[src/rtl/exc_entry_seq.sv]
module exc_entry_seq #(
  parameter int XLEN     = 32,
  parameter int CODE_W   = 12,
  parameter int BL_BIT   = 28,
  parameter int RB_BIT   = 29,
  parameter int MD_BIT   = 30,
  parameter int FD_BIT   = 15,
  parameter int IMASK_LO = 4
) (
  input  logic              clk,
  input  logic              rst_n,
  input  logic              exc_valid,
  input  logic [CODE_W-1:0] exc_code,
  input  logic              irq_pending,
  input  logic [CODE_W-1:0] irq_code,
  input  logic              irq_code_valid,
  output logic [3:0]        irq_mask,
  input  logic [XLEN-1:0]   sr_in,
  input  logic [XLEN-1:0]   pc_in,
  input  logic [XLEN-1:0]   vbr_in,
  input  logic [XLEN-1:0]   r15_in,
  input  logic              in_delay_slot,
  input  logic              asleep,
  output logic              entry_done,
  output logic              reset_req,
  output logic              ds_clear,
  output logic [XLEN-1:0]   new_pc,
  output logic [XLEN-1:0]   new_sr,
  output logic [XLEN-1:0]   ssr,
  output logic [XLEN-1:0]   spc,
  output logic [XLEN-1:0]   sgr,
  output logic [CODE_W-1:0] expevt,
  output logic [CODE_W-1:0] intevt
);
  localparam logic [CODE_W-1:0] C_UNBLOCKED = CODE_W'('h1E0);
  localparam logic [CODE_W-1:0] C_POWERON   = CODE_W'('h000);
  localparam logic [CODE_W-1:0] C_MANUAL    = CODE_W'('h020);
  localparam logic [CODE_W-1:0] C_MULTIHIT  = CODE_W'('h140);
  localparam logic [CODE_W-1:0] C_MISS_RD   = CODE_W'('h040);
  localparam logic [CODE_W-1:0] C_MISS_WR   = CODE_W'('h060);
  localparam logic [CODE_W-1:0] C_TRAP      = CODE_W'('h160);
  localparam logic [XLEN-1:0]   RESET_VEC   = XLEN'('hA000_0000);
  localparam logic [XLEN-1:0]   OFS_GEN     = XLEN'('h100);
  localparam logic [XLEN-1:0]   OFS_MISS    = XLEN'('h400);
  localparam logic [XLEN-1:0]   OFS_IRQ     = XLEN'('h600);
  localparam logic [XLEN-1:0]   TWO         = XLEN'(2);

  logic blocked, exc_blocked, take_exc, take_irq, accept, rst_class, miss_class, trap;
  logic [XLEN-1:0] sr_set, sr_rst, pc_next, spc_next;

  assign irq_mask    = sr_in[IMASK_LO +: 4];
  assign blocked     = sr_in[BL_BIT];
  assign exc_blocked = exc_valid && blocked && (exc_code != C_UNBLOCKED);
  assign take_exc    = exc_valid && !exc_blocked;
  assign take_irq    = !exc_valid && irq_pending && irq_code_valid &&
                       !in_delay_slot && (!blocked || asleep);
  assign accept      = take_exc || take_irq;

  assign rst_class  = (exc_code == C_POWERON) || (exc_code == C_MANUAL) || (exc_code == C_MULTIHIT);
  assign miss_class = (exc_code == C_MISS_RD) || (exc_code == C_MISS_WR);
  assign trap       = exc_code == C_TRAP;

  always_comb begin
    sr_set = sr_in;
    sr_set[BL_BIT] = 1'b1;
    sr_set[MD_BIT] = 1'b1;
    sr_set[RB_BIT] = 1'b1;
    sr_rst = sr_set;
    sr_rst[FD_BIT] = 1'b0;
    sr_rst[IMASK_LO +: 4] = 4'hF;
    spc_next = pc_in - (in_delay_slot ? TWO : '0) + ((take_exc && trap) ? TWO : '0);
    if (!take_exc)       pc_next = vbr_in + OFS_IRQ;
    else if (rst_class)  pc_next = RESET_VEC;
    else if (miss_class) pc_next = vbr_in + OFS_MISS;
    else                 pc_next = vbr_in + OFS_GEN;
  end

  always_ff @(posedge clk or negedge rst_n) begin
    if (!rst_n) begin
      entry_done <= 1'b0;
      reset_req  <= 1'b0;
      ds_clear   <= 1'b0;
      new_pc     <= '0;
      new_sr     <= '0;
      ssr        <= '0;
      spc        <= '0;
      sgr        <= '0;
      expevt     <= '0;
      intevt     <= '0;
    end else begin
      entry_done <= accept;
      reset_req  <= exc_blocked;
      ds_clear   <= accept && in_delay_slot;
      if (accept) begin
        ssr    <= sr_in;
        sgr    <= r15_in;
        spc    <= spc_next;
        new_pc <= pc_next;
        new_sr <= (take_exc && rst_class) ? sr_rst : sr_set;
        if (take_exc) expevt <= exc_code;
        else          intevt <= irq_code;
      end
    end
  end

  p_excl_r2: assert property (@(posedge clk) disable iff (!rst_n)
    !(entry_done && reset_req));
  p_block_r2: assert property (@(posedge clk) disable iff (!rst_n)
    reset_req |-> $stable(spc) && $stable(ssr));
  p_ds_irq_r3: assert property (@(posedge clk) disable iff (!rst_n)
    (!exc_valid && in_delay_slot) |=> !entry_done);
  p_bits_r4: assert property (@(posedge clk) disable iff (!rst_n)
    entry_done |-> new_sr[BL_BIT] && new_sr[MD_BIT] && new_sr[RB_BIT]);
  p_resetvec_r6: assert property (@(posedge clk) disable iff (!rst_n)
    (entry_done && new_pc == RESET_VEC && !$stable(expevt)) |-> new_sr[IMASK_LO +: 4] == 4'hF);
  p_hold_r9: assert property (@(posedge clk) disable iff (!rst_n)
    !entry_done |-> $stable(ssr) && $stable(sgr) && $stable(new_pc));
  p_dsclr_r5: assert property (@(posedge clk) disable iff (!rst_n)
    ds_clear |-> entry_done);
endmodule

[config.mk]
export PLATFORM = sky130hd
export DESIGN_NAME = exc_entry_seq
export DESIGN_NICKNAME = d
export VERILOG_FILES = /design/src/rtl/exc_entry_seq.sv
export SDC_FILE = /design/constraint.sdc
export NUM_CORES = 1
export LEC_CHECK = 0
export ABC_AREA = 1
export BUFFER_PORTS_ARGS = -buffer_cell sky130_fd_sc_hd__buf_2
export CAP_MARGIN = 25
export CORE_AREA = 2 2 143 145
export CTS_CLUSTER_SIZE = 40
export DETAILED_ROUTE_END_ITERATION = 8
export DIE_AREA = 0 0 145 147
export PLACE_DENSITY = 0.84
export SLEW_MARGIN = 10
export SYNTH_ARGS = -nofsm -noshare
export SYNTH_HDL_FRONTEND = slang
export SYNTH_SLANG_ARGS = --single-unit
[constraint.sdc]
create_clock -name clk -period 1.35 [get_ports clk]
set_clock_uncertainty 0.2 [all_clocks]
set_input_delay 0.27 -clock clk [delete_from_list [all_inputs] [get_ports clk]]
set_output_delay 0.27 -clock clk [all_outputs]
set_load 0.05 [all_outputs]
# Word level (Yosys, flattened, before mapping)
# Index checks and enable logic that the tools add are counted.
# totals
register_bits	187
inputBits	159
output_inout_bits	191
word_cells	50
# op_classes
add_sub_neg	5
eq_ne	6
mux	6
bitwise	1
n_reduce_logical	22
# ops
operator	count
$mux W32	3
$add A32 B11 Y32 const B	2
$add A32 B2 Y32	1
$add A32 B9 Y32 const B	1
$sub A32 B2 Y32	1
$eq A12 B7 Y1 const B	2
$eq A12 B9 Y1 const B	2
$mux W16	1
$eq A12 B6 Y1 const B	1
$logic_not A12 Y1	1
$ne A12 B9 Y1 const B	1
$logic_and A1 B1 Y1	10
$logic_or A1 B1 Y1	5
$logic_not A1 Y1	4
$mux W2	2
$reduce_and A2 Y1	2
$not A1 Y1	1

# Depth between registers and ports, before layout
# logic_depth
ltp_word	7
depth_mapped	21
ltp_nobuf	20

# Least setup slack after synthesis
# No wires, ideal clock.
# synth_path
path_kind	in2reg
start	input port exc_code[3]
end	register spc[29]
setup_ps	118
arrival_ps	2906
required_time_ps	1032
path_slack_ps	-1874
path_stages	21
n_path_buf	1
cell_sequence	nor2_1 -> nand2_2 -> clkinv_2 -> nand3_4 -> a21boi_4 -> buf_2 -> nand2_1 -> fa_1 -> fa_1 -> inv_1 -> nand3_1 -> nand3_1 -> nand2_1 -> nand2_1 -> nand2_1 -> nand2_1 -> nand2_1 -> nand2_1 -> nand2_1 -> nand3_1 -> nand2_1
# synth_via
elab_chain_cells	7
elab_cells_between_ends	9
cone_classes	add/sub (1); eq/ne (2); mux (1); reduce/logical (5)
# synth_rtl
item	line_no	source
start: declaration	13	input logic [CODE_W-1:0] exc_code,
$ne A12 B9 Y1	53	assign exc_blocked = exc_valid && blocked && (exc_code != C_UNBLOCKED);
$logic_and A1 B1 Y1	53	
$logic_not A1 Y1	54	assign take_exc = exc_valid && !exc_blocked;
$logic_and A1 B1 Y1	54	
$logic_and A1 B1 Y1	71	spc_next = pc_in - (in_delay_slot ? TWO : '0) + ((take_exc && trap) ? TWO : '0);
$mux W2	71	
$add A32 B2 Y32	71	
end signal: assignment	97	spc <= spc_next;
end: declaration	30	output logic [XLEN-1:0] spc,
# Parallel ways exist; a longest one is shown, timed or not.
# A chain may end at the register's enable or synchronous reset.

# Worst setup path after layout
# layout_path
start	input port exc_code[10]
end	register spc[25]
# Same word-level chain as after synthesis.

==> reports/results.txt <==
DR pass1 iterations -> 7
Final Hold Viols -> 0
share of cells above drive strength 1 -> 40.0%
IO Pins -> 350
DR WL/cell -> 25.2 µm
CTS tree -> yes
failing checks -> negative setup slack
clock slew at reported path FFs -> 0.08 ns
outcome -> finished with violations
Worst R2R Setup Slack -> 0.16 ns
final worst setup slack -> -1.97 ns
Int Pwr -> 0.0112 W
die width -> 145 µm
largest net degree at the start of global routing -> 43
die area -> 21300 µm²
area fraction of the dominant cell type after synthesis -> 40.8%
total track usage -> 43.5%
GR Util met3 -> 11.7%
YS warnings -> 0
logic gate share of total power -> 44.9%
Switch Pwr -> 0.00975 W
core area -> 19800 µm²
post-route ant nets -> 0
Clk network pwr share -> 25.2%
via count -> 14357
DRT iter0 DRCs -> 2349
Starting Density -> 49.8%
Yosys reg bits -> 161
synth unique cells -> 40
CTS Buf Count -> 17
Hold Crit Start -> exc_code[8]
grt total ovfl -> 0
hpwl dp -> 25800 µm
sequential-to-total area share from yosys stat -> 40.8%
worst-case reg-to-reg path depth -> 3
Worst setup SP type -> primary input
EDFF count, synth -> 0
leak pwr -> 9.30 nW
Synth area leaders -> dfrtp_1 (41%), nand2_1 (21%), inv_1 (5.9%), nor2_1 (4.6%), ha_1 (4.3%)
grt peak-use layer -> met2
Syn Std Cell Area -> 9870 µm²
largest area contributor in the netlist -> dfrtp_1
first-pass GRT wire length -> 71900 µm
Syn Area/Cell -> 7.04 µm²
clock latency on the worst-skew pair -> 0.44 ns
final net count -> 2228
Tcrit/Tclk final -> 246%
Util after Layout -> 86.0%
Chip Height -> 147 µm
RD Place Congestion -> 0.972
Hold WC Path Type -> primary input to flop
drt total wl -> 58600 µm
worst vdd ir -> 1.04 mV
Slew Limit Headroom -> 66.0%
launching point of the worst reg2reg path -> new_sr[24]
ys async rst share -> 100%
fmax -> 0.301 GHz
total power -> 0.0210 W
worst-path fanout max -> 4
vias in the first global route -> 13262
most common cell in the synthesized netlist -> nand2_1
Critical R2R Capture -> new_sr[24]
Setup CP Type -> primary input to flop
Flop pwr share -> 29.9%
FILL cells -> 891
detailed-route DRC error count -> 0
Slew Viols, Final -> 0
clk root buf -> clkbuf_16
met2 GRT Util -> 73.9%
Worst Hold Depth -> 4
ys flop type -> dfrtp_1
CP Capture Type -> flop
Final setup viols -> 348
clock sink count -> 161
hold endpoint -> expevt[8]
Sequential Area -> 4070 µm²
RSZ-0062 raised after global routing -> true
PortBufs -> 349
measured slew at the worst slew-check pin -> 0.504 ns
# H-tree levels -> 4
multi-input logic area -> 5640 µm²
antenna violations before repair -> 10
synth cell count leaders -> nand2_1 (562), dfrtp_1 (161), inv_1 (155)
Synth Instances -> 1402
Vias/cell -> 6.17
row cnt -> 52
worst endpoint required time -> 1.48 ns
Crit path arrival time -> 3.45 ns
synthesized net count -> 1597
Tmin final -> 3.32 ns
MaxCap Viol Count -> 0
met1 Usage GRT -> 46.9%
Layout area overhead -> 72.8%
Sw Ratio -> 46.5%
Cell Pwr Density -> 1230 nW/µm²
worst-case clock buffer depth -> 2
-- sequential cells by signal, summed over array words and instances, names as in the netlist --
signal / count
new_sr: 30
ssr: 8
ds_clear: 1
sgr: 32
reset_req: 1
new_pc: 32
intevt: 12
spc: 32
entry_done: 1
expevt: 12
-- how the worst max path moves through the flow --
stage | endpoint | slack (ns) | cells after the start | from
2_1_floorplan | spc[29] | -1.69 | 21 | exc_code[1]
3_3_place_gp | spc[31] | -1.87 | 20 | exc_code[1]
3_5_place_dp | spc[31] | -1.90 | 20 | exc_code[1]
4_1_cts | spc[19] | -1.25 | 22 | exc_code[9]
5_1_grt | spc[25] | -2.12 | 19 | exc_code[10]
6_report | spc[25] | -1.97 | 21 | exc_code[10]
-- per-layer routing --
| metal | wire, µm | share of wire (%) | vias up |
|---|---|---|---|
| met5 | 190 | 0.32 | - |
| met4 | 6950 | 12 | 8 |
| met3 | 8570 | 15 | 679 |
| met2 | 24700 | 42 | 1566 |
| met1 | 18200 | 31 | 6469 |
| li1 | - | - | 5635 |
-- metrics by stage --
step                cells  TNS, ns  worst slack [ns]  hold slack [ns]  cell area (µm²)
floorplan            1402   -70.09             -1.69           -0.226            10200
global placement     2127  -126.50             -1.87          -0.0556            13300
detailed placement   2127  -133.30             -1.90          -0.0548            13300
CTS                  2306   -98.78             -1.25          0.00439            16600
global route         2323  -205.40             -2.12           0.0294            17100
finish               2326  -183.87             -1.97           0.0264            17100
-- power by group through the flow --
stage | clock [W] | combinational (W) | sequential [W]
floorplan | 0 | 0.00228 | 0.00855
global placement | 0 | 0.00695 | 0.00605
detailed placement | 0 | 0.00705 | 0.00606
CTS | 0.00511 | 0.00831 | 0.00605
global route | 0.00545 | 0.00969 | 0.00629
finish | 0.00528 | 0.00942 | 0.00626
-- layout make-up --
class                   instances  area share [%]
repair buffers                675            33.4
multi-input cells            1017            33.1
flip-flops and latches        161            23.8
inverters                     159            3.76
clock buffers                  17            2.49
well taps                     270            1.98
clock inverters                15            1.18
repair inverters                2           0.147
diodes                         10           0.147
-- critical path: stages --
cell and delay (ns):
buf_6 0.10, inv_4 0.06, nand2_4 0.07, buf_6 0.12, nor2_4 0.12, nand3_4 0.17, a21boi_4 0.27, nand2_2 0.18
fa_2 0.56, fa_2 0.42, inv_2 0.08, nand3_4 0.08, nand3_4 0.17, nand2_4 0.08, nand2_4 0.11, buf_6 0.11
nand3_4 0.06, nand3_2 0.11, nand2_1 0.08, nand3_1 0.12, nand2_1 0.08
-- kinds of logic (layout without fill, tap and decap cells) --
family,count (synthesis),after routing,synth area share [%]
flip-flops,161,161,40.8
adder cells (fa/ha/maj),36,36,4.71
XOR/XNOR,35,35,3.10
buffers and inverters,225,868,10.5
AO/OA/AOI/OAI,126,126,7.07
other,0,10,0
AND/OR/NAND/NOR,819,820,33.8
-- layout by cell type (no fill, tap or decap), types with 9 or more instances in the layout --
cell type and instances:
clkbuf_16 18, nand3_1 59, xor2_1 21, ha_1 30
buf_6 93, nor2_1 106, nand2_2 60, dfrtp_1 132
o21ai_1 20, buf_12 20, nand3_2 17, nor2_4 10
buf_16 12, diode_2 10, buf_4 155, buf_2 282
nand2_1 482, nand4_1 13, o21ai_0 31, nand2_4 24
dlygate4sd3_1 99, nor2_2 9, dfrtp_2 29, a21oi_1 47
inv_1 147
-- timing repair --
| action | in CTS | in global routing |
|---|---|---|
| pin swaps | 38 | 38 |
| gates resized for setup | 239 | 106 |
| hold buffers | 99 | 0 |
| endpoints found under the hold margin | 264 | 0 |
| gates cloned | 22 | 1 |
| endpoints found under the setup margin | 328 | 347 |
| buffers inserted | 27 | 9 |
Note: power is estimated with default switching activity, not from simulation.
